## config.mk

```make
export PLATFORM = sky130hd
export DESIGN_NAME = wake_status_reg
export DESIGN_NICKNAME = d
export VERILOG_FILES = /design/src/rtl/wake_status_reg.sv
export SDC_FILE = /design/constraint.sdc
export NUM_CORES = 1
export LEC_CHECK = 0
export ABC_AREA = 1
export BUFFER_PORTS_ARGS = -buffer_cell sky130_fd_sc_hd__buf_2
export CORE_MARGIN = 8
export CORE_UTILIZATION = 43
export CTS_CLUSTER_DIAMETER = 50
export CTS_CLUSTER_SIZE = 24
export DETAILED_ROUTE_END_ITERATION = 10
export PLACE_DENSITY = 0.79
export SLEW_MARGIN = 20
export SYNTH_ARGS = -nofsm -noshare
export SYNTH_HDL_FRONTEND = slang
export SYNTH_SLANG_ARGS = --single-unit
```

## constraint.sdc

```tcl
create_clock -name clk -period 1.74 [get_ports clk]
set_input_delay 0.348 -clock clk [delete_from_list [all_inputs] [get_ports clk]]
set_output_delay 0.348 -clock clk [all_outputs]
set_load 0.05 [all_outputs]
```

## src/rtl/wake_status_reg.sv

```systemverilog
module wake_status_reg #(
  parameter int DW     = 16,
  parameter int USB1_B = 3,
  parameter int USB2_B = 4,
  parameter int AC_B   = 5,
  parameter int TCO_B  = 6,
  parameter int SMB_B  = 7,
  parameter int RING_B = 8
) (
  input  logic          clk,
  input  logic          rst_n,
  input  logic          cfg_rst,
  input  logic          ring_n,
  input  logic          smb_msg,
  input  logic          smb_alert,
  input  logic          tco_sci,
  input  logic          ac_wake,
  input  logic          usb1_wake,
  input  logic          usb2_wake,
  input  logic          therm_trip,
  input  logic          pb_override,
  input  logic [DW-1:0] wake_en,
  input  logic          wr_en,
  input  logic [DW-1:0] wr_data,
  output logic [DW-1:0] rd_data,
  output logic          wake_req
);
  localparam logic [DW-1:0] SMB_M = DW'(1) << SMB_B;

  logic [DW-1:0] st, set_v, clr_v, nxt;
  logic          ring_q, smb_by_alert;

  wire ring_fall = ring_q & ~ring_n;
  wire smb_set   = smb_msg | smb_alert;
  wire smb_auto  = (therm_trip | pb_override) & ~smb_by_alert & ~smb_set;

  always_comb begin
    set_v         = '0;
    set_v[USB1_B] = usb1_wake;
    set_v[USB2_B] = usb2_wake;
    set_v[AC_B]   = ac_wake;
    set_v[TCO_B]  = tco_sci;
    set_v[SMB_B]  = smb_set;
    set_v[RING_B] = ring_fall;
  end

  assign clr_v = wr_en ? wr_data : '0;

  always_comb begin
    nxt = set_v | (st & ~clr_v);
    if (smb_auto) nxt[SMB_B] = 1'b0;
    if (cfg_rst) begin
      nxt       = '0;
      nxt[AC_B] = set_v[AC_B] | (st[AC_B] & ~clr_v[AC_B]);
    end
  end

  always_ff @(posedge clk or negedge rst_n) begin
    if (!rst_n) begin
      st           <= '0;
      ring_q       <= 1'b1;
      smb_by_alert <= 1'b0;
    end else begin
      st     <= nxt;
      ring_q <= ring_n;
      if (cfg_rst)      smb_by_alert <= 1'b0;
      else if (smb_set) smb_by_alert <= smb_alert;
    end
  end

  assign rd_data  = st;
  assign wake_req = |(st & (wake_en | SMB_M));


  wr_zero_keeps_chk: assert property (@(posedge clk) disable iff (!rst_n)
    (wr_en && !wr_data[TCO_B] && st[TCO_B] && !cfg_rst) |=> rd_data[TCO_B]);


  alert_survives_chk: assert property (@(posedge clk) disable iff (!rst_n)
    (st[SMB_B] && smb_by_alert && !(wr_en && wr_data[SMB_B]) && !cfg_rst) |=> rd_data[SMB_B]);


  usb1_sets_chk: assert property (@(posedge clk) disable iff (!rst_n)
    (usb1_wake && !cfg_rst) |=> rd_data[USB1_B]);


  set_beats_clear_chk: assert property (@(posedge clk) disable iff (!rst_n)
    (tco_sci && wr_en && wr_data[TCO_B] && !cfg_rst) |=> rd_data[TCO_B]);


  cfg_rst_clears_chk: assert property (@(posedge clk) disable iff (!rst_n)
    cfg_rst |=> (rd_data[SMB_B] == 1'b0 && rd_data[RING_B] == 1'b0 && rd_data[USB1_B] == 1'b0));


  ring_edge_chk: assert property (@(posedge clk) disable iff (!rst_n)
    ($fell(ring_n) && !cfg_rst) |=> rd_data[RING_B]);
endmodule

```

==> flow_metrics.tcl <==
set metrics [dict create \
    synth_area_leaders "dfrtp_1, nand2_1, nand2_2, nor2_1, a21oi_1" \
    num_io_pins 62 \
    clkTransAtPathRegs_ns 0.10 \
    cts_setup_buffers 0 \
    drt_iter0_drc 13 \
    synth_nets 158 \
    layout_min_cycle_time_ns 1.615 \
    cts_root_buf "clkbuf_4" \
    drc 0 \
    num_vias 901 \
    die_w_um 61.29 \
    grt.overflow.total 0 \
    critPathCaptureType "primary output" \
    drv_cap 0 \
    dieArea_um2 3756 \
    crit_path_end "wake_req" \
    placed_cell_area_um2 1172 \
    dr.pass1.iters 4 \
    instances_no_fill 201 \
    crit_arrival_ns 1.27 \
    multi_input_area_um2 349.1 \
    slew_headroom_pct 73.03 \
    yosys.area.top_type "dfrtp_1" \
    finalHoldViolCount 0 \
    max_freq_mhz 619.3 \
    setup_viol 0 \
    yosysSeqAreaShare_pct 51.21 \
    syn_area_um2 882.1 \
    r2r_setup_slack_ns 0.92 \
    synth_cells 113 \
    vdd_drop_max_uv 516.7 \
    place_hpwl_mm 1.952 \
    worstPathMaxFanout 3 \
    grt_pass1_vias 959 \
    postRouteWirelength_mm 2.423 \
    numClockSinks 18 \
    grt_max_degree 19 \
    drv_slew 0 \
    start_util_pct 45.43 \
    clockPowerShare_pct 29.3 \
    num_antenna_cells 0 \
    skew_ns 0.00001923 \
    num_rows 16 \
    synth_top_area_share_pct 48.23 \
    worst_pin_slew_ns 0.4045 \
    layout.area.seq_um2 451.7 \
    cts.path.max_buffers 2 \
    min_from "ring_n" \
    core_um2 1942 \
    worst_r2r_path_depth 3 \
    design_area_um2 1219 \
    numPortBuffers 60 \
    p_leak_nw 0.7201 \
    finalPower_w 0.0008552 \
    share_comb_of_total_power_pct 19.3 \
    die_y_um 61.29 \
    p_seq_share_pct 51.4 \
    grt_antenna_before_repair 0 \
    drive_gt1_share_pct 43.68 \
    wire_per_inst_um 12.05 \
    sw_frac_of_total_pct 27.38 \
    avgSynthCellArea_um2 7.806 \
    ys_ff_latch 18 \
    ys_warn_count 0 \
    htree_levels 1 \
    layout_worst_path_cycle_share_pct 92.80 \
    required_ns 1.39 \
    cts-resized-gates 0 \
    nets 220 \
    postCtsHoldBufs 1 \
    critPathLaunchType "flip-flop" \
    placedCellCount 196 \
    cts_buffers 3 \
    rr_startpoint "smb_by_alert$_DFFE_PN0P_" \
    crit_start "rd_data[0]$_DFF_PN0_" \
    min_path_type "input port to flip-flop" \
    status "finished clean" \
    area_delta_synth_final_pct 38.16 \
    p_per_area_nw_per_um2 701.7 \
    track_usage_pct 13.67 \
    grt_pass1_wl_mm 3.877 \
    p_int_w 0.0006210 \
    ant_nets 0 \
    critPathKind "flip-flop to primary output" \
    tns_ns 0 \
    rsz0062_at_grt "false" \
    place_congestion 0.7002 \
    clkLatencyLatePin_ns 0.28 \
    fillers 194 \
    tritoncts "built" \
    synth_cell_types 14 \
    p_sw_w 0.0002341 \
    post_drt_via_cell_ratio 4.483 \
    r2r_end "rd_data[7]$_DFF_PN0_" \
]
how the worst min path moves through the flow:
stage,end,depth (start not counted),slack [ns]
2_1_floorplan,rd_data[0]$_DFF_PN0_,0,0.05
3_3_place_gp,rd_data[8]$_DFF_PN0_,1,0.30
3_5_place_dp,rd_data[7]$_DFF_PN0_,1,0.29
4_1_cts,ring_q$_DFF_PN1_,1,0.15
5_1_grt,ring_q$_DFF_PN1_,1,0.14
6_report,ring_q$_DFF_PN1_,1,0.16
layout by cell type, fill, tap and decap left out, drive strengths merged:
cell type,synthesis,layout
buf,3,60
dfrtp,17,17
dlygate4sd3,0,1
inv,10,10
a21oi,8,8
o21bai,1,1
dfstp,1,1
clkbuf,1,4
nand2,54,54
a21o,1,1
nor2,17,17
cell type report:
| cell class | count | area share (%) |
|---|---|---|
| Timing Repair Buffer | 61 | 25.46 |
| Multi-Input combinational cell | 81 | 28.64 |
| Inverter | 10 | 3.080 |
| Clock buffer | 4 | 2.977 |
| Sequential cell | 18 | 37.06 |
| Tap cell | 27 | 2.772 |
registers in the layout, summed over array words and instances, names as in the netlist:
register / count
smb_by_alert: 1
ring_q: 1
rd_data: 16
power by group through the flow:
stage,logic (W),registers (W),clock network (W)
after floorplan,0.0000630,0.000479,0
after global placement,0.000161,0.000447,0
after detailed placement,0.000165,0.000447,0
after CTS,0.000167,0.000439,0.000256
after global routing,0.000182,0.000441,0.000276
final,0.000165,0.000439,0.000251
metrics by stage:
step           setup WS, ns  hold WS [ns]  utilization [%]
6_report             0.1253        0.1589            62.76
5_1_grt             0.02746        0.1410            62.76
4_1_cts              0.1182        0.1517            62.76
3_5_place_dp         0.3832        0.2914            60.37
3_3_place_gp         0.3784        0.2957            60.37
2_1_floorplan        0.1571       0.05241                -
per-layer routing:
layer / global-route usage, % / up-vias / share of wire [%] / wire length, µm
li1: - / 456 / - / -
met1: 14.90 / 410 / 40 / 961
met2: 22.39 / 31 / 50 / 1221
met3: 5.010 / 4 / 8.5 / 206
met4: 7.641 / 0 / 1.4 / 34
met5: 0 / - / 0 / 0
synth_stat cells, drive strengths merged:
master	count
dfrtp	17
nor2	17
a21oi	8
buf	3
dfstp	1
o21bai	1
inv	10
a21o	1
nand2	54
clkbuf	1
critical path: stages, from the launching register on:
cell and delay (ns):
dfrtp_1 0.41, nand2_1 0.07, nand2_1 0.05, inv_1 0.04, nand2_1 0.05, nor2_1 0.10, nand2_1 0.06, buf_2 0.21
logic make-up after synthesis:
| group | Yosys count | share of synthesized area (%) |
|---|---|---|
| AOI/OAI and AO/OA | 10 | 6.242 |
| buffers and inverters | 14 | 9.220 |
| and+or+nand+nor | 71 | 33.33 |
| DFF | 18 | 51.21 |
(Power assumes the default switching activity.)
